<file path="config.mk">
export PLATFORM = sky130hd
export DESIGN_NAME = fetch_run_predictor
export DESIGN_NICKNAME = d
export VERILOG_FILES = /design/src/rtl/frp_pkg.sv /design/src/rtl/fr_index.sv /design/src/rtl/fr_select.sv /design/src/rtl/fr_table.sv /design/src/rtl/fetch_run_predictor.sv
export SDC_FILE = /design/constraint.sdc
export NUM_CORES = 2
export LEC_CHECK = 0
export BUFFER_PORTS_ARGS = -buffer_cell sky130_fd_sc_hd__buf_2
export CORE_MARGIN = 1.5
export CORE_UTILIZATION = 30
export CTS_BUF_LIST = sky130_fd_sc_hd__clkbuf_4 sky130_fd_sc_hd__clkbuf_8
export CTS_CLUSTER_DIAMETER = 40
export CTS_CLUSTER_SIZE = 8
export DETAILED_ROUTE_END_ITERATION = 8
export PLACE_DENSITY = 0.55
export REMOVE_ABC_BUFFERS = 1
export SYNTH_ARGS = -nofsm -noshare
export SYNTH_HDL_FRONTEND = slang
export SYNTH_SLANG_ARGS = --single-unit
</file>
<file path="constraint.sdc">
create_clock -name clk -period 8.85 [get_ports clk]
set_input_delay 0.4425 -clock clk [delete_from_list [all_inputs] [get_ports clk]]
set_output_delay 0.4425 -clock clk [all_outputs]
set_load 0.005 [all_outputs]
</file>
<file path="src/rtl/frp_pkg.sv">
package frp_pkg;
  localparam int FRP_ADDR_W = 32;
  localparam int FRP_IDX_W  = 4;
  localparam int FRP_TAG_W  = 6;
  localparam int FRP_SLOTS  = 4;
  localparam int FRP_INSN_B = 4;
endpackage

</file>
<file path="src/rtl/fr_index.sv">
module fr_index #(
  parameter int ADDR_W = frp_pkg::FRP_ADDR_W,
  parameter int IDX_W  = frp_pkg::FRP_IDX_W,
  parameter int TAG_W  = frp_pkg::FRP_TAG_W,
  parameter int SLOTS  = frp_pkg::FRP_SLOTS,
  parameter int INSN_B = frp_pkg::FRP_INSN_B,
  localparam int SLOT_W = $clog2(SLOTS),
  localparam int INSN_SH = $clog2(INSN_B),
  localparam int OFF_W = $clog2(SLOTS * INSN_B)
) (
  input  logic [ADDR_W-1:0] addr,
  output logic [IDX_W-1:0]  idx,
  output logic [TAG_W-1:0]  tag,
  output logic [SLOT_W-1:0] slot,
  output logic [ADDR_W-1:0] fall
);
  function automatic logic [IDX_W-1:0] hash_of(input logic [ADDR_W-1:0] a);
    return a[OFF_W +: IDX_W] ^ a[OFF_W+IDX_W +: IDX_W];
  endfunction

  function automatic logic [ADDR_W-1:0] next_block(input logic [ADDR_W-1:0] a);
    return ((a >> OFF_W) + 1'b1) << OFF_W;
  endfunction

  assign idx  = hash_of(addr);
  assign tag  = addr[OFF_W+IDX_W +: TAG_W];
  assign slot = addr[INSN_SH +: SLOT_W];
  assign fall = next_block(addr);
endmodule

</file>
<file path="src/rtl/fr_select.sv">
module fr_select #(
  parameter int ADDR_W = frp_pkg::FRP_ADDR_W,
  parameter int SLOTS  = frp_pkg::FRP_SLOTS,
  localparam int SLOT_W = $clog2(SLOTS)
) (
  input  logic                    clk,
  input  logic                    rst,
  input  logic [SLOTS-1:0]        hint,
  input  logic [SLOTS*ADDR_W-1:0] tgts,
  input  logic [SLOT_W-1:0]       start,
  output logic [SLOTS-1:0]        grant,
  output logic                    found,
  output logic [ADDR_W-1:0]       target
);
  logic [SLOTS-1:0] eligible;

  generate
    for (genvar g = 0; g < SLOTS; g++) begin : g_elig
      assign eligible[g] = hint[g] && (g >= int'(start));
    end
  endgenerate

  always_comb begin
    grant = '0;
    found = 1'b0;
    for (int i = 0; i < SLOTS; i++) begin
      if (!found && eligible[i]) begin
        grant[i] = 1'b1;
        found    = 1'b1;
      end
    end
  end

  always_comb begin
    target = '0;
    for (int i = 0; i < SLOTS; i++) begin
      if (grant[i]) target = target | tgts[i*ADDR_W +: ADDR_W];
    end
  end


  one_grant_chk: assert property (@(posedge clk) disable iff (rst)
    $onehot0(grant) && ((grant & ~hint) == '0));


  below_start_chk: assert property (@(posedge clk) disable iff (rst)
    grant != '0 |-> (grant >> start) != '0);
endmodule

</file>
<file path="src/rtl/fr_table.sv">
module fr_table #(
  parameter int ADDR_W = frp_pkg::FRP_ADDR_W,
  parameter int IDX_W  = frp_pkg::FRP_IDX_W,
  parameter int TAG_W  = frp_pkg::FRP_TAG_W,
  parameter int SLOTS  = frp_pkg::FRP_SLOTS,
  localparam int SLOT_W  = $clog2(SLOTS),
  localparam int ENTRIES = 1 << IDX_W
) (
  input  logic                    clk,
  input  logic                    rst,
  input  logic [IDX_W-1:0]        rd_idx,
  input  logic [TAG_W-1:0]        rd_tag,
  output logic                    rd_hit,
  output logic [SLOTS-1:0]        rd_hint,
  output logic [SLOTS*ADDR_W-1:0] rd_tgts,
  input  logic                    wr_en,
  input  logic [IDX_W-1:0]        wr_idx,
  input  logic [TAG_W-1:0]        wr_tag,
  input  logic [SLOT_W-1:0]       wr_slot,
  input  logic                    wr_taken,
  input  logic [ADDR_W-1:0]       wr_tgt
);
  logic [ENTRIES-1:0]      valid_q;
  logic [TAG_W-1:0]        tag_q  [ENTRIES];
  logic [SLOTS-1:0]        hint_q [ENTRIES];
  logic [SLOTS*ADDR_W-1:0] tgt_q  [ENTRIES];

  logic wr_merge, wr_realloc;
  assign wr_merge   = wr_en && valid_q[wr_idx] && (tag_q[wr_idx] == wr_tag);
  assign wr_realloc = wr_en && !wr_merge;

  assign rd_hit  = valid_q[rd_idx] && (tag_q[rd_idx] == rd_tag);
  assign rd_hint = hint_q[rd_idx];
  assign rd_tgts = tgt_q[rd_idx];

  always_ff @(posedge clk) begin
    if (rst) begin
      valid_q <= '0;
      for (int e = 0; e < ENTRIES; e++) begin
        hint_q[e] <= '0;
        tag_q[e]  <= '0;
        tgt_q[e]  <= '0;
      end
    end else if (wr_en) begin
      tgt_q[wr_idx][wr_slot*ADDR_W +: ADDR_W] <= wr_tgt;
      if (wr_merge) begin
        hint_q[wr_idx][wr_slot] <= wr_taken;
      end else begin
        valid_q[wr_idx] <= 1'b1;
        tag_q[wr_idx]   <= wr_tag;
        hint_q[wr_idx]  <= SLOTS'(wr_taken) << wr_slot;
      end
    end
  end

  logic              chk_merge_q, chk_realloc_q, chk_taken_q;
  logic [IDX_W-1:0]  chk_idx_q;
  logic [SLOT_W-1:0] chk_slot_q;
  logic [TAG_W-1:0]  chk_tag_q;
  always_ff @(posedge clk) begin
    chk_merge_q   <= wr_merge && !rst;
    chk_realloc_q <= wr_realloc && !rst;
    chk_idx_q     <= wr_idx;
    chk_slot_q    <= wr_slot;
    chk_taken_q   <= wr_taken;
    chk_tag_q     <= wr_tag;
  end


  reset_clear_chk: assert property (@(posedge clk) disable iff (rst)
    $past(rst) |-> valid_q == '0);


  merge_write_chk: assert property (@(posedge clk) disable iff (rst)
    chk_merge_q |-> hint_q[chk_idx_q][chk_slot_q] == chk_taken_q);


  realloc_clear_chk: assert property (@(posedge clk) disable iff (rst)
    chk_realloc_q |-> valid_q[chk_idx_q] && tag_q[chk_idx_q] == chk_tag_q &&
      $countones(hint_q[chk_idx_q]) == int'(chk_taken_q));
endmodule

</file>
<file path="src/rtl/fetch_run_predictor.sv">
module fetch_run_predictor #(
  parameter int ADDR_W = frp_pkg::FRP_ADDR_W,
  parameter int IDX_W  = frp_pkg::FRP_IDX_W,
  parameter int TAG_W  = frp_pkg::FRP_TAG_W,
  parameter int SLOTS  = frp_pkg::FRP_SLOTS,
  parameter int INSN_B = frp_pkg::FRP_INSN_B,
  localparam int SLOT_W = $clog2(SLOTS)
) (
  input  logic              clk,
  input  logic              rst,
  input  logic [ADDR_W-1:0] lk_addr,
  output logic              lk_hit,
  output logic              lk_taken,
  output logic [ADDR_W-1:0] lk_next,
  input  logic              upd_en,
  input  logic [ADDR_W-1:0] upd_addr,
  input  logic [SLOT_W-1:0] upd_slot,
  input  logic              upd_taken,
  input  logic [ADDR_W-1:0] upd_target
);
  logic [IDX_W-1:0]        lk_idx, up_idx;
  logic [TAG_W-1:0]        lk_tag, up_tag;
  logic [SLOT_W-1:0]       lk_slot, up_slot_unused;
  logic [ADDR_W-1:0]       lk_fall, up_fall_unused;
  logic                    tbl_hit, sel_found;
  logic [SLOTS-1:0]        tbl_hint, sel_grant;
  logic [SLOTS*ADDR_W-1:0] tbl_tgts;
  logic [ADDR_W-1:0]       sel_target;

  fr_index #(.ADDR_W(ADDR_W), .IDX_W(IDX_W), .TAG_W(TAG_W), .SLOTS(SLOTS), .INSN_B(INSN_B))
    lk_ix_i (.addr(lk_addr), .idx(lk_idx), .tag(lk_tag), .slot(lk_slot), .fall(lk_fall));

  fr_index #(.ADDR_W(ADDR_W), .IDX_W(IDX_W), .TAG_W(TAG_W), .SLOTS(SLOTS), .INSN_B(INSN_B))
    up_ix_i (.addr(upd_addr), .idx(up_idx), .tag(up_tag), .slot(up_slot_unused),
             .fall(up_fall_unused));

  fr_table #(.ADDR_W(ADDR_W), .IDX_W(IDX_W), .TAG_W(TAG_W), .SLOTS(SLOTS)) tbl_i (
    .clk(clk), .rst(rst),
    .rd_idx(lk_idx), .rd_tag(lk_tag), .rd_hit(tbl_hit), .rd_hint(tbl_hint), .rd_tgts(tbl_tgts),
    .wr_en(upd_en), .wr_idx(up_idx), .wr_tag(up_tag), .wr_slot(upd_slot),
    .wr_taken(upd_taken), .wr_tgt(upd_target)
  );

  fr_select #(.ADDR_W(ADDR_W), .SLOTS(SLOTS)) sel_i (
    .clk(clk), .rst(rst), .hint(tbl_hint), .tgts(tbl_tgts), .start(lk_slot),
    .grant(sel_grant), .found(sel_found), .target(sel_target)
  );

  assign lk_hit   = tbl_hit;
  assign lk_taken = tbl_hit && sel_found;
  assign lk_next  = lk_taken ? sel_target : lk_fall;


  fallthrough_chk: assert property (@(posedge clk) disable iff (rst)
    !lk_taken |-> lk_next == (((lk_addr >> $clog2(SLOTS*INSN_B)) + 1'b1) << $clog2(SLOTS*INSN_B)));


  miss_quiet_chk: assert property (@(posedge clk) disable iff (rst)
    !lk_hit |-> !lk_taken);
endmodule

</file>
==> run_results.csv <==
group,metric,value,unit
run_status,outcome,"finished clean",
logic_synthesis,synth_cells,7040,
floorplan,rows,210,
worst_setup_path,crit_required,8.41,ns
power,power.leakage,33.83,nW
floorplan,start_util,0.3018,
power,combPwrFrac,0.127,
cts,insertion_delay,0.93,ns
placed_design,dp_hpwl,180.0,mm
floorplan,die_y,577.2,um
logic_synthesis,yosysTopAreaCell,"edfxtp_1",
placed_design,port_buffers,111,
placed_design,pre_cts_ws,2.448,ns
timing,rsz0062_at_grt,"no",
cts,cts.sinks,2224,
timing,finalSetupViolations,0,
worst_setup_path,endpoint_kind,"output port",
floorplan,die_x,577.2,um
logic_synthesis,synth.cell_area,98890,um2
timing,maxSlewViolCount,0,
power,netSwitchingFraction,0.2616,
worst_setup_path,critPathMaxStageDelay,1.03,ns
worst_setup_path,cp_cell_sequence,"buf_2 -> xor2_4 -> buf_4 -> buf_12 -> buf_4 -> mux4_2 -> nand2_1 -> a31oi_1 -> a222oi_1 -> mux2i_1 -> buf_2",
logic_synthesis,avgSynthCellArea,14.05,um2
placed_design,place.gp.congestion,0.8012,
floorplan,design.die.area,333100,um2
timing,slew_headroom,0.1871,
worst_setup_path,startpoint_type,"primary input",
cts,clockBufferDepth,4,
routing,dr.first_iter.drc_count,8330,
routing,wirelength,329.1,mm
power,powerDensity,216.8,nW/um2
run,drv_cap,0,
worst_setup_path,crit_type,"in2out",
routing,route.detailed.drc,0,
placed_design,postPlaceCellArea,103900,um2
cts,root_buffer,"clkbuf_8",
routing,post_drt_wl_per_cell,28.40,um
timing,fin_ws,2.203,ns
worst_setup_path,arrival,6.20,ns
timing,post-route-period-util,0.7511,
timing,period_minus_slack,6.647,ns
logic_synthesis,synth_area_leaders,"edfxtp_1 (67%), mux4_2 (14%), nor2_1 (8.6%)",
grt,antenna_found_initial,35,
grt,grt_pass1_wl,458.2,mm
cts,cts_buffers,364,
routing,drt-pass1-iter-count,8,
logic_synthesis,yosys_warnings,0,
timing,fmax,0.1504,GHz
finish,nets,7141,
cts,cts_tree,"built",
power,p_clk_frac,0.362,
finish,final_cells,11590,
power,worst_ir_drop_vdd,121.3,uV
power,switchingPower,0.006271,W
routing,vias_per_cell,5.376,
grt,grt_max_degree,127,
hold_path,min_path_type,"in2reg",
timing,finalSetupTns,0,ns
finish,final_util,0.3374,
logic_synthesis,synth_top_area_frac,0.6704,
timing,skew,0.04166,ns
finish,drive_gt1_frac,0.2119,
cts,cts_resized,0,
power,pwr-share-seq,0.511,
routing,via_count,62310,
power,p_int,0.01770,W
finish,final_area,110600,um2
logic_synthesis,synth_flop_cell,"edfxtp_1",
routing,ant_nets,0,
timing,hold_viol,0,
timing,worst_slew_pin_slew,1.215,ns
logic_synthesis,yosys.cell_types.count,58,
worst_setup_path,slowest_stage,"a222oi_1",
grt,grt_pass1_vias,62710,
logic_synthesis,synth_edf_count,2208,
grt,gr-total-overflow,0,
grt,track_usage,0.1936,
cts,clk_transition_reported_paths,0.07,ns
logic_synthesis,async_flop_share,0,
logic_synthesis,ys_ff_latch,2224,
floorplan,core_area,327700,um2
worst_setup_path,path_max_fanout,126,
cts,cts_max_level,5,
cts,post-cts-setup-buffer-count,0,
logic_synthesis,ys_seq_area_frac,0.6737,
cts,postCtsHoldBufs,0,
floorplan,boundaryPins,136,
finish,syn2layout_area_growth,11.79,%
placed_design,dp.cells,11010,
-- area by class of cell --
class | instances | area [um2]
multi-input cells | 4167 | 30020
flip-flops and latches | 2224 | 66620
clock inverters | 115 | 895.9
inverters | 21 | 78.83
well taps | 4346 | 5438
diodes | 19 | 47.55
repair buffers | 252 | 1767
fillers | 31890 | 217100
clock buffers | 447 | 5683
-- cells in the final DEF (no fill, tap or decap), types with 59 or more instances in the layout --
master | synthesis | final
nor2_1 | 2257 | 2256
edfxtp_1 | 2208 | 2208
mux4_2 | 605 | 605
nand2_1 | 639 | 575
clkbuf_8 | 0 | 372
buf_4 | 34 | 130
buf_2 | 116 | 110
nand3_1 | 100 | 100
o21bai_1 | 80 | 80
clkbuf_4 | 0 | 75
nand2_2 | 0 | 64
nand2b_2 | 0 | 64
and3_1 | 60 | 60
a31oi_1 | 59 | 59
-- Yosys cell counts (3+ instances only) --
| master | count |
|---|---|
| a21boi_0 | 3 |
| a221oi_1 | 7 |
| a222oi_1 | 29 |
| a22oi_1 | 4 |
| a31oi_1 | 59 |
| a32o_1 | 33 |
| and2_1 | 6 |
| and3_1 | 60 |
| buf_1 | 23 |
| buf_2 | 116 |
| buf_4 | 34 |
| buf_6 | 6 |
| clkbuf_1 | 449 |
| dfxtp_1 | 16 |
| edfxtp_1 | 2208 |
| ha_1 | 9 |
| inv_1 | 21 |
| mux2i_1 | 58 |
| mux2i_2 | 5 |
| mux2i_4 | 3 |
| mux4_2 | 605 |
| nand2_1 | 639 |
| nand2b_1 | 64 |
| nand3_1 | 100 |
| nand3b_1 | 5 |
| nand4_1 | 5 |
| nor2_1 | 2257 |
| nor2b_1 | 6 |
| nor3_1 | 10 |
| nor3b_1 | 5 |
| o21ai_0 | 7 |
| o21bai_1 | 80 |
| o22ai_1 | 30 |
| xnor2_1 | 22 |
| xor2_1 | 27 |
-- worst paths after layout --
path,slack (ns),to,cells after the start,start
setup / recovery,2.20,lk_next[21],11,lk_addr[9]
hold / removal,0.16,tbl_i.valid_q[12]$_SDFFE_PP0N_,2,rst
setup reg to reg,4.64,tbl_i.tag_q[7][3]$_SDFFCE_PN0P_,7,tbl_i.tag_q[2][5]$_SDFFCE_PN0P_
hold reg to reg,0.49,tbl_i.valid_q[15]$_SDFFE_PP0N_,2,tbl_i.valid_q[15]$_SDFFE_PP0N_
-- state kept, by name, indices dropped and copies added, names as in the netlist --
signal and count:
tbl_i.valid_q 16, tbl_i.hint_q 64, tbl_i.tgt_q 2048, tbl_i.tag_q 96
-- cells by family after synthesis --
kind of cell	count (synthesis)	synth area share
adder cells (fa/ha/maj)	9	0.001139
multiplexers	673	0.1454
AO/OA/AOI/OAI	268	0.02079
buffers and inverters	649	0.02785
AND/OR/NAND/NOR	3166	0.1264
flip-flops	2224	0.6737
XOR/XNOR	51	0.004782
-- power groups by stage --
| stage | Sequential (W) | Combinational (W) | Clock [W] |
|---|---|---|---|
| 2_1_floorplan | 0.0124 | 0.00310 | 0 |
| 3_3_place_gp | 0.0124 | 0.00301 | 0 |
| 3_5_place_dp | 0.0125 | 0.00302 | 0 |
| 4_1_cts | 0.0123 | 0.00303 | 0.00876 |
| 5_1_grt | 0.0123 | 0.00317 | 0.00919 |
| 6_report | 0.0123 | 0.00305 | 0.00867 |
-- metrics by stage --
stage | total power (W) | hold WS (ns)
2_1_floorplan | 0.01552 | 0.4555
3_3_place_gp | 0.01544 | 0.4729
3_5_place_dp | 0.01549 | 0.4799
4_1_cts | 0.02405 | 0.1003
5_1_grt | 0.02466 | 0.1709
6_report | 0.02397 | 0.1619
-- metal layers --
metal  global-route usage  up-vias  part of all wire  routed length (um)
met2               0.3107     3518              0.47              154100
li1                     -    25640                 -                   -
met3              0.05371      707              0.11               37330
met1               0.2440    32420              0.37              122800
met5                    0        -           0.00061                 201
met4              0.08628       30             0.045               14710
-- worst max-delay path: cells and delay by family --
kind,cells,cell delay [ns]
AOI/OAI and AO/OA,2,1.38
xor gates and xnor gates,1,0.67
buffers and inverters,5,2.58
muxes,2,0.58
and+or+nand+nor,1,0.09
(Power assumes the default switching activity.)
